$ cat src/rtl/fbg_pkg.sv
package fbg_pkg;
    // Byte half addressed by the write port.
    typedef enum logic {
        HALF_LOW  = 1'b0,
        HALF_HIGH = 1'b1
    } div_half_e;
endpackage

$ cat src/rtl/fbg_div_regs.sv
module fbg_div_regs
    import fbg_pkg::*;
#(
    parameter int BYTE_W = 8,
    parameter int FRAC_W = 4
) (
    input  logic                clk,
    input  logic                rst_n,
    input  logic                div_access_i,
    input  logic                wr_en_i,
    input  logic                wr_sel_i,
    input  logic [BYTE_W-1:0]   wr_data_i,
    input  logic [FRAC_W-1:0]   frac_i,
    output logic [2*BYTE_W-1:0] divisor_o,
    output logic [FRAC_W-1:0]   frac_o,
    output logic                restart_o,
    output logic                running_o
);
    localparam int DIV_W = 2 * BYTE_W;

    typedef struct packed {
        logic [BYTE_W-1:0] lo;
        logic [BYTE_W-1:0] hi;
        logic [FRAC_W-1:0] frac;
        logic              restart;
        logic              running;
    } regs_t;

    regs_t     st_d, st_q;
    logic      accept;
    div_half_e half;

    always_comb begin
        st_d         = st_q;
        st_d.frac    = frac_i;
        st_d.restart = 1'b0;
        accept       = wr_en_i && div_access_i;
        half         = div_half_e'(wr_sel_i);
        if (accept) begin
            if (half == HALF_HIGH) begin
                st_d.hi = wr_data_i;
            end else begin
                st_d.lo = wr_data_i;
            end
            st_d.restart = 1'b1;
        end
        st_d.running = ({st_d.hi, st_d.lo} != '0);
    end

    always_ff @(posedge clk) begin
        if (!rst_n) begin
            st_q <= '0;
        end else begin
            st_q <= st_d;
        end
    end

    assign divisor_o = {st_q.hi, st_q.lo};
    assign frac_o    = st_q.frac;
    assign restart_o = st_q.restart;
    assign running_o = st_q.running;


    locked_write_chk: assert property (@(posedge clk) disable iff (!rst_n)
        !(wr_en_i && div_access_i) |=> $stable(divisor_o));


    stopped_flag_chk: assert property (@(posedge clk) disable iff (!rst_n)
        (divisor_o == '0) |-> !running_o);

    logic [DIV_W-1:0] unused_w;
    assign unused_w = '0;
endmodule

$ cat src/rtl/fbg_tick_core.sv
module fbg_tick_core #(
    parameter int DIV_W  = 16,
    parameter int FRAC_W = 4
) (
    input  logic              clk,
    input  logic              rst_n,
    input  logic [DIV_W-1:0]  divisor_i,
    input  logic [FRAC_W-1:0] frac_i,
    input  logic              restart_i,
    output logic              tick_o
);
    typedef struct packed {
        logic [DIV_W-1:0]  cnt;
        logic [FRAC_W-1:0] acc;
        logic              tick;
    } core_t;

    core_t             st_d, st_q;
    logic [FRAC_W:0]   sum;
    logic              carry;
    logic              active;

    always_comb begin
        st_d      = st_q;
        st_d.tick = 1'b0;
        sum       = {1'b0, st_q.acc} + {1'b0, frac_i};
        carry     = sum[FRAC_W];
        active    = (divisor_i != '0);
        if (restart_i) begin
            st_d.acc = '0;
            st_d.cnt = active ? (divisor_i - DIV_W'(1)) : '0;
        end else if (!active) begin
            st_d.cnt = '0;
        end else if (st_q.cnt == '0) begin
            st_d.tick = 1'b1;
            st_d.acc  = sum[FRAC_W-1:0];
            st_d.cnt  = divisor_i - DIV_W'(1) + {{(DIV_W-1){1'b0}}, carry};
        end else begin
            st_d.cnt = st_q.cnt - DIV_W'(1);
        end
    end

    always_ff @(posedge clk) begin
        if (!rst_n) begin
            st_q <= '0;
        end else begin
            st_q <= st_d;
        end
    end

    assign tick_o = st_q.tick;


    zero_div_chk: assert property (@(posedge clk) disable iff (!rst_n)
        (divisor_i == '0) |=> !tick_o);


    restart_quiet_chk: assert property (@(posedge clk) disable iff (!rst_n)
        restart_i |=> !tick_o);


    tick_single_chk: assert property (@(posedge clk) disable iff (!rst_n)
        (tick_o && ($past(divisor_i) > DIV_W'(1))) |=> !tick_o);
endmodule

$ cat src/rtl/frac_baud_gen.sv
module frac_baud_gen #(
    parameter int BYTE_W = 8,
    parameter int FRAC_W = 4
) (
    input  logic              clk,
    input  logic              rst_n,
    input  logic              div_access,
    input  logic              wr_en,
    input  logic              wr_sel,
    input  logic [BYTE_W-1:0] wr_data,
    input  logic [FRAC_W-1:0] frac_in,
    output logic              baud_tick,
    output logic              running
);
    localparam int DIV_W = 2 * BYTE_W;

    logic [DIV_W-1:0]  divisor;
    logic [FRAC_W-1:0] frac;
    logic              restart;

    fbg_div_regs #(.BYTE_W(BYTE_W), .FRAC_W(FRAC_W)) u_regs (
        .clk          (clk),
        .rst_n        (rst_n),
        .div_access_i (div_access),
        .wr_en_i      (wr_en),
        .wr_sel_i     (wr_sel),
        .wr_data_i    (wr_data),
        .frac_i       (frac_in),
        .divisor_o    (divisor),
        .frac_o       (frac),
        .restart_o    (restart),
        .running_o    (running)
    );

    fbg_tick_core #(.DIV_W(DIV_W), .FRAC_W(FRAC_W)) u_core (
        .clk       (clk),
        .rst_n     (rst_n),
        .divisor_i (divisor),
        .frac_i    (frac),
        .restart_i (restart),
        .tick_o    (baud_tick)
    );


    reset_quiet_chk: assert property (@(posedge clk)
        !rst_n |=> (!baud_tick && !running));
endmodule

$ cat config.mk
export PLATFORM = sky130hd
export DESIGN_NAME = frac_baud_gen
export DESIGN_NICKNAME = d
export VERILOG_FILES = /design/src/rtl/fbg_pkg.sv /design/src/rtl/fbg_div_regs.sv /design/src/rtl/fbg_tick_core.sv /design/src/rtl/frac_baud_gen.sv
export SDC_FILE = /design/constraint.sdc
export NUM_CORES = 1
export LEC_CHECK = 0
export ABC_AREA = 1
export CAP_MARGIN = 30
export CORE_MARGIN = 1
export CORE_UTILIZATION = 60
export CTS_CLUSTER_DIAMETER = 150
export CTS_CLUSTER_SIZE = 8
export DETAILED_ROUTE_END_ITERATION = 8
export MAX_ROUTING_LAYER = met4
export PLACE_DENSITY = 0.91
export SYNTH_ARGS = -nofsm -noshare
export SYNTH_HDL_FRONTEND = slang
export SYNTH_HIERARCHICAL = 1
export SYNTH_SLANG_ARGS = --single-unit
$ cat constraint.sdc
create_clock -name clk -period 2.9 [get_ports clk]
set_input_delay 0.58 -clock clk [delete_from_list [all_inputs] [get_ports clk]]
set_output_delay 0.58 -clock clk [all_outputs]
set_load 0.05 [all_outputs]
==> results.md <==
- R2r worst-path depth: 17
- Initial Util: 64.3%
- Rel. slew slack: 64.6%
- WS Path Type: reg2reg
- Post-route ant nets: 0
- R2R Setup Slk: 0.23 ns
- Crit Path Max Fanout: 4
- Startpoint Class: register
- Crit-path max cell delay: 0.39 ns
- Min-delay src: u_core/st_q[4]
- Final setup fails: 0
- Via/cell ratio: 5.23
- GP Congestion: 0.881
- Crit path DAT: 2.84 ns
- Yosys reg bits: 43
- Final nets: 550
- Hold Path Class: reg2reg
- Post-CTS Setup Bufs: 0
- Slew @ Worst Pin: 0.531 ns
- Area of the multi-input gates: 1920 sq um
- Crit end category: register
- FFs w/ async S/R, synth: 0%
- Global-route met3 utilization: 3.52%
- First-pass GRT wire length: 11,400 microns
- Sequential fraction of the synthesis area: 27.5%
- Cells along the critical path: ha_1 -> inv_1 -> fa_1 -> o21ai_0 -> ha_2 -> ha_1 -> inv_1 -> nor2_2 -> nand2_2 -> nor2_4 -> nand2_1 -> nor2_2 -> nand2_1 -> nand2_1 -> nand3_1 -> o21ai_1 -> a21oi_1
- Tmin final: 2.67 ns
- Status: completed
- Overall die height: 74.3 microns
- Met2 Use GR: 48.8%
- PostCTS Resize Cnt: 0
- Worst r2r dst: u_core/st_q[17]
- Chip width: 74.3 microns
- Register Area: 861 sq um
- Clock Tree Buf Depth: 2
- Core ar.: 4880 sq um
- Power density over the cells: 700 nW/um^2
- Layout cells sized above 1: 10.1%
- Final Skew: 0.00670 ns
- Reg clk slew, reported paths: 0.08 ns
- CP required: 3.07 ns
- HPWL Detailed: 5370 microns
- Cell Area, Synth: 3140 sq um
- Vias in the first global route: 2,761
- Grt ovf: 0
- Syn Inst Count: 506
- WHS Endpoint: u_core/st_q[4]
- DRC errors left: 0
- Crit-path slowest cell: fa_1
- First drt pass iteration count: 5
- Max VDD drop: 0.298 mV
- CTS Root Cell: clkbuf_8
- Wire per inst: 11.7 microns
- Fillers: 416
- EDFF count, synth: 0
- ANT cells: 0
- Largest net degree at the start of global routing: 23
- Average size of a mapped cell: 6.20 sq um
- TritonCTS buffer count: 5
- Initial DRC count: 253
- Ports: 19
- Fin. Hold Viols: 0
- Antenna violations before repair: 0
- Number of max-cap violations: 0
- Total Power: 2410 uW
- Util after Layout: 70.6%
- Predominant post-synthesis flop cell: dfxtp_1
- Total clock sinks: 43
- Yosys cell types: 36
- GRT busiest layer: met2
- Site row count: 25
- Peak Freq: 0.374 GHz
- Hold_buf cts: 0
- Total Wirelength: 6940 microns
- Critical R2R Launch: u_core/st_q[1]
- IO Port Bufs: 18
- Final worst path period share: 92.2%
- GRT Total Usage: 27.6%
- Met1 Usage GRT: 31.8%
- Max-slew violation count: 0
- Hold depth: 2
- CP startpoint: u_core/st_q[1]
- Clk_lat worst skew: 0.29 ns
- Die area: 5520 sq um
- CTS tree: yes
- Most frequent CP cell: nand2_1
- Syn Nets: 532
- Warnings, synthesis: 6
- Leakage: 0.00168 uW
- Via count: 3,094
- H-Tree Depth: 2
- Area grow syn2layout: 9.82%
metal layers:
metal,vias up,share of wire [%]
li1,1617,-
met1,1370,45
met2,94,49
met3,13,4.0
met4,0,2.0
met5,-,0
logic make-up (layout without fill, tap and decap cells):
group	after synthesis	in the layout	synth area share, %
simple gates	293	293	43.6
buf+inv	89	108	11.5
compound gates	58	58	9.70
flops	43	43	27.5
xor+xnor	14	14	3.91
fa+ha+maj	9	9	3.83
power by group:
part	total [uW]	switching [uW]	internal (uW)
clock network	364	196	168
registers	825	108	716
logic	1220	764	458
worst max-delay path by stage:
stage | endpoint | slack, ns | depth (start not counted)
finish | u_core/st_q[17] | 0.23 | 17
global placement | u_core/st_q[17] | 0.44 | 17
global route | u_core/st_q[17] | -0.04 | 17
detailed placement | u_core/st_q[17] | 0.31 | 17
CTS | u_core/st_q[17] | 0.26 | 17
floorplan | u_core/st_q[17] | 0.55 | 17
worst max-delay path: cells and delay by family (launching register included):
family	cells	cell delay, ns
AO/OA/AOI/OAI	3	0.35
flip-flops	1	0.33
buffers and inverters	2	0.12
AND/OR/NAND/NOR	8	0.82
adder cells (fa/ha/maj)	4	0.92
registers in the layout (all words and copies together), names as in the netlist:
| name | count |
|---|---|
| u_core/tick_o | 1 |
| u_core/st_q | 20 |
| u_regs/frac_o | 4 |
| u_regs/restart_o | 1 |
| u_regs/divisor_o | 16 |
| u_regs/running_o | 1 |
cells in the final DEF (no fill, tap or decap), drive strengths merged, types with 2 or more instances in the layout:
cell type,count
inv,80
nor3,4
o211ai,2
ha,8
o21ai,29
dfxtp,43
clkinv,2
nor2,91
nand3,31
nand4,11
nand2,149
a21oi,24
xnor2,4
xor2,10
or2,4
clkdlybuf4s50,18
a31oi,2
clkbuf,6
metrics by stage:
step	hold WS (ns)	TNS (ns)	instance area [sq um]	cells	setup slack (ns)
6_report	0.526	0	3440	592	0.226
5_1_grt	0.525	-0.0415	3440	592	-0.0415
4_1_cts	0.518	0	3440	592	0.263
3_5_place_dp	0.500	0	3350	584	0.311
3_3_place_gp	0.484	0	3350	584	0.437
2_1_floorplan	0.459	0	3140	506	0.547
layout make-up:
cell class / count / share of cell area (%)
inverter: 81 / 8.83
sequential: 43 / 25.0
clock inverter: 2 / 0.363
multi-input combinational: 374 / 55.8
timing repair buffer: 19 / 5.45
tap: 67 / 2.43
clock buffer: 6 / 2.11
cell usage after synthesis (4+ instances only):
library cell | instances | share of area [%]
nand2_1 | 141 | 17
nor2_1 | 75 | 9.0
inv_1 | 73 | 8.7
dfxtp_1 | 43 | 27
o21ai_0 | 27 | 4.3
nand3_1 | 25 | 4.0
a21oi_1 | 23 | 3.7
nand4_1 | 10 | 2.0
xor2_1 | 10 | 2.8
ha_1 | 8 | 3.2
nor2_2 | 8 | 1.6
inv_2 | 7 | 0.84
nor2_4 | 7 | 2.5
nand2_2 | 6 | 1.2
nand3_2 | 5 | 1.6
clkbuf_1 | 4 | 0.48
nor3_1 | 4 | 0.64
xnor2_1 | 4 | 1.1
(Power assumes the default switching activity.)
